`config.mk`:
```
export PLATFORM = sky130hd
export DESIGN_NAME = rst_timeout_seq
export DESIGN_NICKNAME = d
export VERILOG_FILES = /design/src/rtl/rst_seq_pkg.sv /design/src/rtl/seq_sync_chain.sv /design/src/rtl/seq_wait_counter.sv /design/src/rtl/rst_timeout_seq.sv
export SDC_FILE = /design/constraint.sdc
export NUM_CORES = 1
export LEC_CHECK = 0
export ABC_AREA = 1
export BUFFER_PORTS_ARGS = -buffer_cell sky130_fd_sc_hd__buf_2
export CAP_MARGIN = 0
export CORE_MARGIN = 2
export CORE_UTILIZATION = 31
export DETAILED_ROUTE_END_ITERATION = 10
export GPL_TIMING_DRIVEN = 0
export MAX_ROUTING_LAYER = met4
export PLACE_DENSITY_LB_ADDON = 0.25
export SYNTH_ARGS = -nofsm -noshare
export SYNTH_HDL_FRONTEND = slang
export SYNTH_HIERARCHICAL = 1
export SYNTH_SLANG_ARGS = --single-unit
```
`constraint.sdc`:
```
create_clock -name clk_i -period 1.8 [get_ports clk_i]
set_clock_uncertainty 0.2 [all_clocks]
set_input_delay 0.27 -clock clk_i [delete_from_list [all_inputs] [get_ports clk_i]]
set_output_delay 0.27 -clock clk_i [all_outputs]
set_load 0.02 [all_outputs]
```
`src/rtl/rst_seq_pkg.sv`:
```
package rst_seq_pkg;

    // Sequencer phases
    typedef enum logic [2:0] {
        SQ_HOLD = 3'd0,  // reset source still active
        SQ_PWRT = 3'd1,  // fixed-duration power-up wait
        SQ_OST  = 3'd2,  // oscillator start-up count under reset
        SQ_WAKE = 3'd3,  // oscillator start-up count after wake-up, no reset
        SQ_RUN  = 3'd4   // sequence complete
    } seq_st_e;

    // What started the current sequence
    typedef enum logic {
        CAUSE_PWRUP = 1'b0,
        CAUSE_BROWN = 1'b1
    } seq_cause_e;

    function automatic int unsigned cnt_width(input int unsigned limit);
        return (limit > 1) ? $clog2(limit) : 1;
    endfunction

endpackage

```
`src/rtl/seq_sync_chain.sv`:
```
module seq_sync_chain #(
    parameter int unsigned STAGES = 2
) (
    input  logic clk_i,
    input  logic arst_i,
    input  logic d_i,
    output logic q_o
);
    logic [STAGES-1:0] sh_d, sh_q;

    generate
        if (STAGES == 1) begin : g_single
            always_comb sh_d = d_i;
        end else begin : g_multi
            always_comb sh_d = {sh_q[STAGES-2:0], d_i};
        end
    endgenerate

    always_ff @(posedge clk_i or posedge arst_i) begin
        if (arst_i) sh_q <= '0;
        else        sh_q <= sh_d;
    end

    assign q_o = sh_q[STAGES-1];
endmodule

```
`src/rtl/seq_wait_counter.sv`:
```
module seq_wait_counter #(
    parameter int unsigned LIMIT = 4
) (
    input  logic clk_i,
    input  logic arst_i,
    input  logic clr_i,
    input  logic adv_i,
    output logic done_o
);
    import rst_seq_pkg::*;

    localparam int unsigned W = cnt_width(LIMIT);
    localparam logic [W-1:0] LAST = W'(LIMIT - 1);

    typedef struct packed {
        logic [W-1:0] cnt;
    } wcnt_s;

    wcnt_s r_d, r_q;

    always_comb begin
        r_d    = r_q;
        done_o = adv_i && (r_q.cnt == LAST);
        if (clr_i)
            r_d.cnt = '0;
        else if (adv_i)
            r_d.cnt = done_o ? '0 : r_q.cnt + W'(1);
    end

    always_ff @(posedge clk_i or posedge arst_i) begin
        if (arst_i) r_q <= '0;
        else        r_q <= r_d;
    end
endmodule

```
`src/rtl/rst_timeout_seq.sv`:
```
module rst_timeout_seq #(
    parameter int unsigned PWRT_TICKS  = 72,
    parameter int unsigned OST_CYCLES  = 1024,
    parameter int unsigned SYNC_STAGES = 2
) (
    input  logic clk_i,
    input  logic por_pulse_i,
    input  logic brownout_i,
    input  logic mclr_n_i,
    input  logic wake_req_i,
    input  logic osc_rc_i,
    input  logic pwrt_skip_i,
    input  logic slow_tick_i,
    output logic core_rst_o,
    output logic run_en_o
);
    import rst_seq_pkg::*;

    typedef struct packed {
        seq_st_e    st;
        seq_cause_e cause;
    } seq_s;

    seq_s r_d, r_q;
    seq_st_e state_q;

    logic mclr_n_sync;
    logic pwrt_clr, pwrt_adv, pwrt_done;
    logic ost_clr, ost_adv, ost_done;

    // Master clear synchronizer (cleared to "asserted" by power-on)
    seq_sync_chain #(.STAGES(SYNC_STAGES)) u_mclr_sync (
        .clk_i  (clk_i),
        .arst_i (por_pulse_i),
        .d_i    (mclr_n_i),
        .q_o    (mclr_n_sync)
    );

    // Power-up wait, counted in slow ticks
    seq_wait_counter #(.LIMIT(PWRT_TICKS)) u_pwrt_cnt (
        .clk_i  (clk_i),
        .arst_i (por_pulse_i),
        .clr_i  (pwrt_clr),
        .adv_i  (pwrt_adv),
        .done_o (pwrt_done)
    );

    // Oscillator start-up wait, counted in clock cycles
    seq_wait_counter #(.LIMIT(OST_CYCLES)) u_ost_cnt (
        .clk_i  (clk_i),
        .arst_i (por_pulse_i),
        .clr_i  (ost_clr),
        .adv_i  (ost_adv),
        .done_o (ost_done)
    );

    assign state_q  = r_q.st;
    assign pwrt_clr = (r_q.st != SQ_PWRT);
    assign pwrt_adv = (r_q.st == SQ_PWRT) && slow_tick_i;
    assign ost_clr  = !((r_q.st == SQ_OST) || (r_q.st == SQ_WAKE));
    assign ost_adv  = !ost_clr;

    always_comb begin
        r_d = r_q;
        if (brownout_i) begin
            r_d.st    = SQ_HOLD;
            r_d.cause = CAUSE_BROWN;
        end else begin
            unique case (r_q.st)
                SQ_HOLD: begin
                    if (r_q.cause == CAUSE_BROWN || !pwrt_skip_i)
                        r_d.st = SQ_PWRT;
                    else if (!osc_rc_i)
                        r_d.st = SQ_OST;
                    else
                        r_d.st = SQ_RUN;
                end
                SQ_PWRT: begin
                    if (pwrt_done)
                        r_d.st = osc_rc_i ? SQ_RUN : SQ_OST;
                end
                SQ_OST, SQ_WAKE: begin
                    if (ost_done)
                        r_d.st = SQ_RUN;
                end
                SQ_RUN: begin
                    if (wake_req_i && !osc_rc_i)
                        r_d.st = SQ_WAKE;
                end
                default: r_d.st = SQ_HOLD;
            endcase
        end
    end

    always_ff @(posedge clk_i or posedge por_pulse_i) begin
        if (por_pulse_i) begin
            r_q.st    <= SQ_HOLD;
            r_q.cause <= CAUSE_PWRUP;
        end else begin
            r_q <= r_d;
        end
    end

    assign core_rst_o = !mclr_n_sync || brownout_i ||
                        (r_q.st == SQ_HOLD) || (r_q.st == SQ_PWRT) || (r_q.st == SQ_OST);
    assign run_en_o   = !core_rst_o && (r_q.st != SQ_WAKE);

endmodule

```
==> metrics.yaml <==
run_status:
  run_status: "finished, final reports clean"
power:
  ir_drop_worst_case_vdd_uv: 291
  p_leak_nw: 0.803
  power.switching_fraction_pct: 39.6
  share_seq_of_total_power_pct: 37.1
  clock_power_share_pct: 19.4
  power.share.combinational_pct: 43.5
  power_spent_charging_and_discharging_nets_mw: 0.637
  internal_power_mw: 0.971
  powerDensity_mw_per_mm2: 904
detailed_routing:
  routed_wirelength_um: 2850
  final_antenna_net_count: 0
  num_vias: 1240
  drt_first_pass_iters: 4
  drt_iter0_markers: 31
  post_drt_via_cell_ratio: 4.54
  detail_route.drc_violations: 0
  wire_per_inst_um: 10.4
sta:
  timing_worst_slew_pin_value_ns: 0.405
  report.final.slew_viol_count: 0
  final_hold_viol_count: 0
  period_minus_slack_ns: 1.73
  maxSlewHeadroom_pct: 72.9
  max_freq_mhz: 579
  grt_setup_unrepaired: "yes"
  postLayoutSetupSlackWorst_ns: 0.0739
  timing.final.setup_violations: 0
  layout_worst_path_cycle_share_pct: 95.9
floorplanning:
  floorplan.die.height_um: 72.3
  design.core.area_mm2: 0.00441
  floorplan.die.width_um: 72.3
  initial_core_util_pct: 32.7
  total_die_area_mm2: 0.00522
  num_io_pins: 10
  placement_rows: 24
critical_path:
  critical_path.max_fanout: 4
  worstPathCellList: "buf_4, inv_1, nor2_2, nor2_1, buf_2"
  required_ns: 1.33
  critical_path_s_largest_stage_delay_ns: 0.46
  critical-path-slowest-cell: "dfrtp_2"
  arrival_ns: 1.26
  start_kind: "flip-flop"
  cp-end-kind: "output pin"
  timing_worst_setup_path_type: "reg2out"
global_routing:
  global_route.overflow_total: 0
  grt_pass1_vias: 1181
  grt_pass1_wl_um: 5170
  grt_start_max_net_pins: 14
  grtUsageTotal_pct: 12.6
  antenna_violations_before_repair: 0
yosys:
  number_of_register_bits_inferred_by_synthesis: 23
  synth_area_per_cell_um2: 7.45
  synthArstFlopShare_pct: 100
  synth_enable_flop_cells: 0
  synthCells: 194
  fraction_of_the_yosys_area_taken_by_sequential_cells_pct: 39.8
  ys.flop_type: "dfrtp_1"
  yosysWarnings: 6
  mappedNetlistArea_mm2: 0.00145
  post_synth_top_area_cell: "dfrtp_1"
  synth.top_cells.by_area: "dfrtp_1, nand2_1, nand3_1"
  yosysUniqueCellTypes: 25
  syn-num-nets: 204
  post-synth-top-area-fraction_pct: 39.8
placement:
  detailed_place_hpwl_um: 2130
  placement.cell_area_mm2: 0.00156
  numPortBuffers: 9
  preCtsSetupSlack_ns: -0.226
  gp_routability_congestion: 0.831
finish:
  layout.cells.most_common: "nand2_1"
  fin_nets: 232
  seqCellArea_um2: 577
  flow.area_growth_from_synthesis_pct: 23.0
  multi_input_comb_area_um2: 811
  layout.cells.most_common_list: "nand2_1, inv_1, dfrtp_1"
  design_area_mm2: 0.00178
  nFillCells: 464
  antennaDiodeCount: 0
  final_layout_size_suffix_gt1_share_pct: 31.7
clocking:
  htreeDepth: 1
  max-clock-path-buffers: 2
  cts.sink_count: 23
  root_buffer: "clkbuf_8"
  tritoncts: "yes"
  worst_skew_pair.late_latency_ns: 0.26
  clk_pin_slew_ns: 0.08
  tritoncts.num_buffers: 3
min_path:
  hold_class: "in2reg"
run:
  max_cap_viol_count: 0
==> per-layer routing <==
layer / global-route usage, % / share of wire (%)
met5: - / 0
met4: 4.40 / 0.60
met3: 1.81 / 1.9
met2: 19.0 / 46
met1: 17.3 / 51
==> critical path, delay by kind of cell (launching register included) <==
family | cells | cell delay [ns]
buffers and inverters | 3 | 0.40
DFF | 1 | 0.46
and+or+nand+nor | 2 | 0.13
==> state kept, by name, indices dropped and copies added (netlist names) <==
| name | count |
|---|---|
| u_mclr_sync/sh_q | 2 |
| state_q | 3 |
| r_q | 1 |
| u_ost_cnt/r_q | 10 |
| u_pwrt_cnt/r_q | 7 |
==> logic make-up (layout without fill, tap and decap cells) <==
family	after synthesis	count (layout)	synth area share, %
buffers and inverters	33	60	8.57
adder cells (fa/ha/maj)	2	2	1.73
AND/OR/NAND/NOR	116	116	41.1
flip-flops	23	23	39.8
AO/OA/AOI/OAI	17	17	6.93
XOR/XNOR	3	3	1.82
==> power by group through the flow <==
stage                     clock network, mW  registers (mW)  logic (mW)
after floorplan                           0           0.596       0.464
after global placement                    0           0.604       0.569
after detailed placement                  0           0.605       0.566
after CTS                             0.341           0.596       0.659
after global routing                  0.355           0.602       0.784
final                                 0.312           0.597       0.699
==> layout make-up <==
type / count / share of cell area, %
repair buffers: 23 / 8.73
inverters: 33 / 6.97
clock buffers: 3 / 2.32
multi-input cells: 138 / 45.6
clock inverters: 1 / 0.281
well taps: 52 / 3.66
flip-flops and latches: 23 / 32.4
==> repair_timing <==
item,in CTS,in global routing
setup endpoints to repair,9,8
resized for setup,6,10
cloned,0,0
hold buffers,2,0
pin swaps,4,9
hold endpoints to repair,24,0
setup buffers,6,6
==> through the flow <==
step	total power [mW]	utilization, %	setup TNS (ns)	std cells	hold WS (ns)
finish	1.61	40.3	0	273	0.121
global route	1.74	40.3	-0.0661	273	0.151
CTS	1.60	38.5	0	267	0.0989
detailed placement	1.17	35.4	-0.975	255	-0.0354
global placement	1.17	35.4	-1.03	255	-0.0375
floorplan	1.06	-	0	194	-0.189
==> synthesized netlist by cell type (2+ instances only) <==
cell type and n:
dfrtp_1 23, nor2_2 10, inv_2 6, inv_1 27, nand3_2 3, nand3_1 23
o21ai_1 3, ha_1 2, xor2_1 2, nand2_1 41, a21oi_1 8, nand2_2 5
nor2_1 23, nor2_4 6, o21bai_1 2
==> path summary, 6_finish.rpt <==
kind,start,end,slack [ns],cells after the start
worst min register to register,u_mclr_sync/sh_q[0],u_mclr_sync/sh_q[1],0.15,0
worst min-delay path,brownout_i,r_q[0],0.12,3
worst max register to register,state_q[2],state_q[1],0.09,11
worst max-delay path,state_q[2],core_rst_o,0.07,5
min in group asynchronous,por_pulse_i,u_mclr_sync/sh_q[0],0.23,3
max in group asynchronous,por_pulse_i,u_ost_cnt/r_q[4],0.74,3
Note: power is estimated with default switching activity, not from simulation.
